--- config.mk ---
export PLATFORM = sky130hd
export DESIGN_NAME = dual_store_issue_arb
export DESIGN_NICKNAME = d
export VERILOG_FILES = /design/src/rtl/dual_store_issue_arb.sv
export SDC_FILE = /design/constraint.sdc
export NUM_CORES = 1
export LEC_CHECK = 0
export BUFFER_PORTS_ARGS = -buffer_cell sky130_fd_sc_hd__buf_2
export CORE_ASPECT_RATIO = 1.25
export CORE_MARGIN = 5
export CORE_UTILIZATION = 30
export DETAILED_ROUTE_END_ITERATION = 8
export HOLD_SLACK_MARGIN = 0.03
export PLACE_DENSITY = 0.57
export SLEW_MARGIN = 20
export SYNTH_ARGS = -nofsm -noshare
export SYNTH_HDL_FRONTEND = slang
export SYNTH_SLANG_ARGS = --single-unit
--- constraint.sdc ---
create_clock -name clk -period 9.1 [get_ports clk]
set_input_delay 1.365 -clock clk [delete_from_list [all_inputs] [get_ports clk]]
set_output_delay 1.365 -clock clk [all_outputs]
set_load 0.05 [all_outputs]
--- src/rtl/dual_store_issue_arb.sv ---
module dual_store_issue_arb #(
  parameter int DEPTH = 16,
  parameter int AGE_W = 5,
  parameter int TAG_W = 6,
  localparam int IDX_W = $clog2(DEPTH)
) (
  input  logic                     clk,
  input  logic                     rst_n,
  input  logic                     flush,
  input  logic [DEPTH-1:0]         alloc_i,
  input  logic [DEPTH-1:0]         ready_i,
  input  logic [DEPTH-1:0]         store_i,
  input  logic [DEPTH*AGE_W-1:0]   age_i,
  input  logic [DEPTH*TAG_W-1:0]   tag_i,
  output logic [DEPTH-1:0]         entry_vld_o,
  output logic [1:0]               gnt_vld_o,
  output logic [IDX_W-1:0]         gnt_idx0_o,
  output logic [IDX_W-1:0]         gnt_idx1_o,
  output logic [1:0]               wake_vld_o,
  output logic [TAG_W-1:0]         wake_tag0_o,
  output logic [TAG_W-1:0]         wake_tag1_o
);

  localparam int HALF   = DEPTH / 2;
  localparam int NODES  = 2 * HALF - 1;
  localparam int LIDX_W = $clog2(HALF);
  localparam int CNT_W  = AGE_W - 1;

  logic [DEPTH-1:0] vld_q, req, clr;
  logic [1:0][HALF-1:0] req_h;
  logic [1:0][HALF*AGE_W-1:0] age_h;
  logic [LIDX_W:0] win0, win1;
  logic [TAG_W-1:0] sel_tag0, sel_tag1;

  // a strictly older than b; epoch mismatch means the count has wrapped
  function automatic logic older(input logic [AGE_W-1:0] a, input logic [AGE_W-1:0] b);
    return (a[CNT_W-1:0] < b[CNT_W-1:0]) ^ (a[CNT_W] != b[CNT_W]);
  endfunction

  // heap-ordered tree: leaves HALF-1.., left child holds lower indices
  function automatic logic [LIDX_W:0] pick(input logic [HALF-1:0] rq,
                                           input logic [HALF*AGE_W-1:0] ag);
    logic                nv [NODES];
    logic [LIDX_W-1:0]   ni [NODES];
    logic [AGE_W-1:0]    na [NODES];
    logic                sel;
    for (int j = 0; j < HALF; j++) begin
      nv[HALF-1+j] = rq[j];
      ni[HALF-1+j] = LIDX_W'(j);
      na[HALF-1+j] = ag[j*AGE_W +: AGE_W];
    end
    for (int k = HALF - 2; k >= 0; k--) begin
      sel   = nv[2*k+2] && (!nv[2*k+1] || older(na[2*k+2], na[2*k+1]));
      nv[k] = nv[2*k+1] || nv[2*k+2];
      ni[k] = sel ? ni[2*k+2] : ni[2*k+1];
      na[k] = sel ? na[2*k+2] : na[2*k+1];
    end
    return {nv[0], ni[0]};
  endfunction

  assign req = vld_q & ready_i & store_i;

  for (genvar p = 0; p < 2; p++) begin : g_port
    for (genvar j = 0; j < HALF; j++) begin : g_leaf
      assign req_h[p][j] = req[2*j+p];
      assign age_h[p][j*AGE_W +: AGE_W] = age_i[(2*j+p)*AGE_W +: AGE_W];
    end
  end

  assign win0 = pick(req_h[0], age_h[0]);
  assign win1 = pick(req_h[1], age_h[1]);

  assign gnt_vld_o  = {win1[LIDX_W], win0[LIDX_W]} & {2{~flush}};
  assign gnt_idx0_o = {win0[LIDX_W-1:0], 1'b0};
  assign gnt_idx1_o = {win1[LIDX_W-1:0], 1'b1};

  always_comb begin
    clr = '0;
    if (gnt_vld_o[0]) clr[gnt_idx0_o] = 1'b1;
    if (gnt_vld_o[1]) clr[gnt_idx1_o] = 1'b1;
  end

  assign sel_tag0 = tag_i[gnt_idx0_o*TAG_W +: TAG_W];
  assign sel_tag1 = tag_i[gnt_idx1_o*TAG_W +: TAG_W];

  always_ff @(posedge clk or negedge rst_n) begin
    if (!rst_n) begin
      vld_q       <= '0;
      wake_vld_o  <= '0;
      wake_tag0_o <= '0;
      wake_tag1_o <= '0;
    end else begin
      vld_q       <= flush ? '0 : ((vld_q & ~clr) | alloc_i);
      wake_vld_o  <= gnt_vld_o;
      wake_tag0_o <= sel_tag0;
      wake_tag1_o <= sel_tag1;
    end
  end

  assign entry_vld_o = vld_q;

  p_grant_req0_r3: assert property (@(posedge clk) disable iff (!rst_n)
    gnt_vld_o[0] |-> (vld_q[gnt_idx0_o] && ready_i[gnt_idx0_o] && store_i[gnt_idx0_o]));
  p_grant_req1_r3: assert property (@(posedge clk) disable iff (!rst_n)
    gnt_vld_o[1] |-> (vld_q[gnt_idx1_o] && ready_i[gnt_idx1_o] && store_i[gnt_idx1_o]));
  p_clear_r7: assert property (@(posedge clk) disable iff (!rst_n)
    (gnt_vld_o[0] && !alloc_i[gnt_idx0_o]) |=> !vld_q[$past(gnt_idx0_o)]);
  p_wake_r8: assert property (@(posedge clk) disable iff (!rst_n)
    gnt_vld_o[0] |=> (wake_vld_o[0] && wake_tag0_o == $past(sel_tag0)));
  p_flush_nogrant_r9: assert property (@(posedge clk) disable iff (!rst_n)
    flush |-> gnt_vld_o == 2'b00);
  p_flush_clear_r9: assert property (@(posedge clk) disable iff (!rst_n)
    flush |=> vld_q == '0);
  p_realloc_r10: assert property (@(posedge clk) disable iff (!rst_n)
    (gnt_vld_o[1] && alloc_i[gnt_idx1_o] && !flush) |=> vld_q[$past(gnt_idx1_o)]);

endmodule

; Word-level counts from Yosys, hierarchy flattened
; Cells that the tools add are included.
[totals]
input_bits = 227
reg_bits = 30
output_inout_bits = 40
word_cells = 153
[classes]
n_mux = 33
bitwise = 22
n_lt_le_gt_ge = 18
shifts = 2
n_eq_ne = 14
n_reduce_logical = 58
n_mul = 2
[ops]
columns = operator, count
row1 = $shiftx A96 B8 Y6, 2
row2 = $mux W5, 12
row3 = $lt A4 B4 Y1, 14
row4 = $and A16 B16 Y16, 3
row5 = $mux W16, 2
row6 = $or A16 B16 Y16, 2
row7 = $logic_or A1 B1 Y1, 28
row8 = $logic_and A1 B1 Y1, 16
row9 = $not A16 Y16, 1
row10 = $mux W15, 1
row11 = $logic_not A1 Y1, 14
row12 = $ne A1 B1 Y1, 14
row13 = $xor A1 B1 Y1, 14
row14 = $lt A4 B5 Y1 const B, 2
row15 = $mux W1, 10
row16 = $ge A4 B1 Y1 const B, 2
row17 = $mux W2, 4
row18 = $demux W1 S3, 2
row19 = $mul A4 B2 Y6 const B, 1
row20 = $mux W3, 2
row21 = $mul A3 B2 Y5 const B, 1
row22 = $and A2 B2 Y2, 1
row23 = $not A1 Y1, 1

; Longest topological paths before layout
[logic_depth]
ltp_word = 27
ltp_mapped = 29
ltp_nobuf = 26

; Worst setup path after synthesis
; No wires, ideal clock.
[synth_timing]
path_kind = input -> output
startpoint = input port age_i[21]
endpoint = output port gnt_idx0_o[1]
slack_ns = 0.596
arrival_time_ns = 7.139
stages = 27
path_cell_list = inv_1 ha_1 a21o_1 a21o_1 a21oi_1 mux2i_1 nand2_1 clkbuf_1 mux2_2 ha_1 a21o_1 a21oi_1 a221oi_1 nor3_1 clkbuf_1 clkbuf_1 nand2b_1 o41ai_1 ha_1 and3_1 o21ai_0 or3_1 o21a_1 a311o_1 o211ai_1 buf_4 mux2_2
[synth_via]
elab_chain_len = 15
[synth_lines]
columns = item, line_no
row1 = start: declaration, 13  ; input logic [DEPTH*AGE_W-1:0] age_i,
row2 = $lt A4 B4 Y1, 37  ; return (a[CNT_W-1:0] < b[CNT_W-1:0]) ^ (a[CNT_W] != b[CNT_W]);
row3 = $xor A1 B1 Y1, 37
row4 = $logic_or A1 B1 Y1, 53  ; sel = nv[2*k+2] && (!nv[2*k+1] || older(na[2*k+2], na[2*k+1]));
row5 = $logic_and A1 B1 Y1, 53
row6 = $mux W5, 56  ; na[k] = sel ? na[2*k+2] : na[2*k+1];
row7 = $lt A4 B4 Y1 or $ne A1 B1 Y1 (tied branches), 37
row8 = $xor A1 B1 Y1, 37
row9 = $logic_or A1 B1 Y1, 53
row10 = $logic_and A1 B1 Y1, 53
row11 = $mux W5, 56
row12 = $lt A4 B4 Y1 or $ne A1 B1 Y1 (tied branches), 37
row13 = $xor A1 B1 Y1, 37
row14 = $logic_or A1 B1 Y1, 53
row15 = $logic_and A1 B1 Y1, 53
row16 = $mux W3 (*), 55  ; ni[k] = sel ? ni[2*k+2] : ni[2*k+1];
row17 = end: declaration, 17  ; output logic [IDX_W-1:0] gnt_idx0_o,
; Every way passes the cells marked *; elsewhere a longest branch is shown, timed or not.

; Worst setup path in the final report
[layout_timing]
startpoint = input port age_i[41]
endpoint = output port gnt_idx0_o[2]
[layout_via]
elab_chain_len = 15
[layout_lines]
columns = item, line_no
row1 = $lt A4 B4 Y1, 37
row2 = $xor A1 B1 Y1, 37
row3 = $logic_or A1 B1 Y1, 53
row4 = $logic_and A1 B1 Y1, 53
row5 = $mux W5 (*), 56
row6 = $lt A4 B4 Y1 or $ne A1 B1 Y1 (tied branches), 37
row7 = $xor A1 B1 Y1, 37
row8 = $logic_or A1 B1 Y1, 53
row9 = $logic_and A1 B1 Y1, 53
row10 = $mux W5, 56
row11 = $lt A4 B4 Y1 or $ne A1 B1 Y1 (tied branches), 37
row12 = $xor A1 B1 Y1, 37
row13 = $logic_or A1 B1 Y1, 53
row14 = $logic_and A1 B1 Y1, 53
row15 = $mux W3 (*), 55
; Marked as above.

==> impl_metrics.py <==
metrics = {
    "outcome": {
        "status": "finished clean",
    },
    "yosys": {
        "ys_ff_latch": 30,
        "avgSynthCellArea_um2": 7.86,
        "synth-edff-count": 0,
        "syn-cell-area_um2": 5240,
        "synth_top_area_share": 0.143,
        "yosys_most_used_dff": "dfrtp_1",
        "synth_async_sr_flop_share": 1.00,
        "yosys_warnings": 0,
        "yosysUniqueCellTypes": 73,
        "yosys-top-cells-count": "mux2i_1, nor2_1, a21oi_1, nand2_1, ha_1",
        "synth_top_area_cell": "dfrtp_1",
        "synthCells": 667,
        "syn-num-nets": 936,
        "ys_seq_area_frac": 0.143,
        "synthTopCellsByArea": "dfrtp_1, mux2i_1, ha_1",
    },
    "cells_and_area": {
        "seq_area_um2": 751,
        "final_nets": 1201,
        "drive_gt1_frac": 0.357,
        "multiInputGateArea_um2": 4250,
        "instances_no_fill": 1159,
        "fill_cells": 1905,
        "area_growth_pct": 33.8,
        "finalInstanceArea_um2": 7010,
        "final_util": 0.405,
    },
    "sta": {
        "hold_viol": 0,
        "slew_headroom": 0.502,
        "slew_viol_final": 0,
        "worst_pin_slew_ns": 0.746,
        "fin_ws_ns": 0.625,
        "tns_ns": 0,
        "max_freq_mhz": 118,
        "setup_violations": 0,
        "skew_ns": 0.00556,
        "fin_crit_sh": 0.931,
        "rsz0062_at_grt": "false",
        "post-route-min-period_ns": 8.48,
        "holdWs_ns": 0.557,
    },
    "drt": {
        "wirelength_um": 20100,
        "drt_pass1_iterations": 5,
        "first_iter_violations": 187,
        "drtAntennaViolNets": 0,
        "wl_per_cell_um": 17.3,
        "vias_per_cell": 5.26,
        "wl_met3_um": 1580,
        "wl_met1_um": 7950,
        "vias": 6101,
        "highest_layer": "met5",
        "wl_met2_um": 9950,
        "remaining_drc_errors": 0,
    },
    "grt": {
        "grt_pass1_wl_um": 30600,
        "grt_max_degree": 31,
        "overflow": 0,
        "grt_usage": 0.188,
        "grt_antenna_before_repair": 2,
        "grt_pass1_vias": 6027,
    },
    "floorplan": {
        "die_area_um2": 20200,
        "io_pins": 267,
        "rows": 54,
        "die_h_um": 158,
        "die_w_um": 128,
        "start_util": 0.303,
        "core_um2": 17300,
    },
    "run": {
        "cap_viol_max_count": 0,
    },
    "place": {
        "place_congestion": 0.882,
        "io_buffers": 264,
        "place_ws_ns": 0.606,
        "dpl.hpwl_um": 17400,
        "dpl_cell_area_um2": 6860,
        "dp.cells": 1149,
    },
    "cts": {
        "cts_setup_buffers": 0,
        "htreeDepth": 2,
        "clk_latency_ns": 0.28,
        "post_cts_resized": 0,
        "cts_sinks": 30,
        "postCtsHoldBufs": 0,
        "clockBufferDepth": 2,
        "root_buffer": "clkbuf_16",
        "cts_tree": "done",
        "path_clk_slew_ns": 0.06,
        "numCtsBuffers": 5,
    },
    "worst_hold_path": {
        "whs_path_depth": 2,
        "hp-start": "entry_vld_o[11]$_DFF_PN0_",
        "hp-class": "flop to flop",
    },
    "setup_path": {
        "rrSetupSlack_ns": 3.07,
        "end_kind": "primary output",
        "critPathLaunchType": "primary input",
        "path_max_fanout": 11,
        "critPathLaunch": "age_i[41]",
        "crit_required_ns": 7.74,
        "cp.arrival_ns": 7.11,
        "ff2ff_path_depth": 25,
        "crit_type": "primary input to primary output",
        "reg2reg_from": "entry_vld_o[9]$_DFF_PN0_",
    },
    "power": {
        "leakage_nw": 3.64,
        "power_mw": 0.812,
        "peakVddDrop_mv": 0.0591,
        "cellPowerDensity_nw_per_um2": 116,
    },
}
report_power, final:
group	switching [mW]	leakage, nW	internal [mW]
registers	0.00930	0.367	0.152
logic	0.298	3.20	0.177
clock network	0.0670	0.0729	0.108
total	0.374	3.64	0.438
layout make-up:
cell class              count  share of cell area
diodes                      2            0.000714
clock buffers               6              0.0198
clock inverters             2             0.00178
inverters                  39              0.0209
multi-input cells         578               0.606
flip-flops and latches     30               0.107
well taps                 224              0.0400
repair buffers            278               0.203
logic make-up (layout without fill, tap and decap cells):
family | after synthesis | after routing | synth area share
xor+xnor | 25 | 25 | 0.0458
buf+inv | 59 | 325 | 0.0470
simple gates | 244 | 244 | 0.238
mux | 84 | 84 | 0.166
flops | 30 | 30 | 0.143
compound gates | 181 | 181 | 0.258
other cells | 2 | 4 | 0.00143
fa+ha+maj | 42 | 42 | 0.100
metal layers:
metal,GRT usage,vias up
met4,0.0607,2
met1,0.223,2786
li1,-,3050
met3,0.0435,33
met5,0,-
met2,0.333,230
worst max-delay path: stages:
cell	delay (ns)
buf_2	0.07
inv_1	0.04
ha_1	0.28
a21oi_1	0.16
o21bai_1	0.08
a21oi_1	0.36
xnor2_1	0.12
a21oi_1	0.52
nor2_1	0.08
a21oi_1	0.20
ha_1	0.28
a21o_1	0.16
a21oi_1	0.27
a21o_1	0.18
nand3_1	0.31
o21a_1	0.30
ha_1	0.30
and3_1	0.21
o211ai_1	0.12
a21oi_1	0.07
a211oi_1	0.46
nand3_1	0.14
o211ai_1	0.20
buf_4	0.23
mux2_2	0.34
buf_2	0.21
layout by cell type (no fill, tap or decap), drive strengths merged, types with 6 or more instances in the layout:
| master | instances |
|---|---|
| buf | 278 |
| and3 | 22 |
| a21oi | 46 |
| nor3 | 27 |
| nor2b | 6 |
| xor2 | 11 |
| a21o | 16 |
| a22oi | 11 |
| mux2i | 59 |
| mux2 | 25 |
| xnor2 | 13 |
| o31ai | 6 |
| nor2 | 60 |
| a211oi | 19 |
| o21a | 7 |
| inv | 39 |
| o211ai | 8 |
| dfrtp | 30 |
| clkbuf | 6 |
| ha | 42 |
| nand2b | 14 |
| a211o | 6 |
| nand2 | 44 |
| nand3 | 41 |
| nor3b | 6 |
| o21ai | 18 |
flip-flops by register name, indices dropped and copies added, names as in the netlist:
name / count
wake_tag0_o: 6
entry_vld_o: 16
wake_vld_o: 2
wake_tag1_o: 6
path summary, 6_finish.rpt:
kind | endpoint
max | gnt_idx0_o[2]
min | entry_vld_o[11]$_DFF_PN0_
max reg2reg | wake_tag1_o[3]$_DFF_PN0_
min reg2reg | entry_vld_o[11]$_DFF_PN0_
max in group asynchronous | wake_tag1_o[1]$_DFF_PN0_
min in group asynchronous | wake_tag0_o[0]$_DFF_PN0_
No activity file was read; power rests on OpenSTA's default activity.
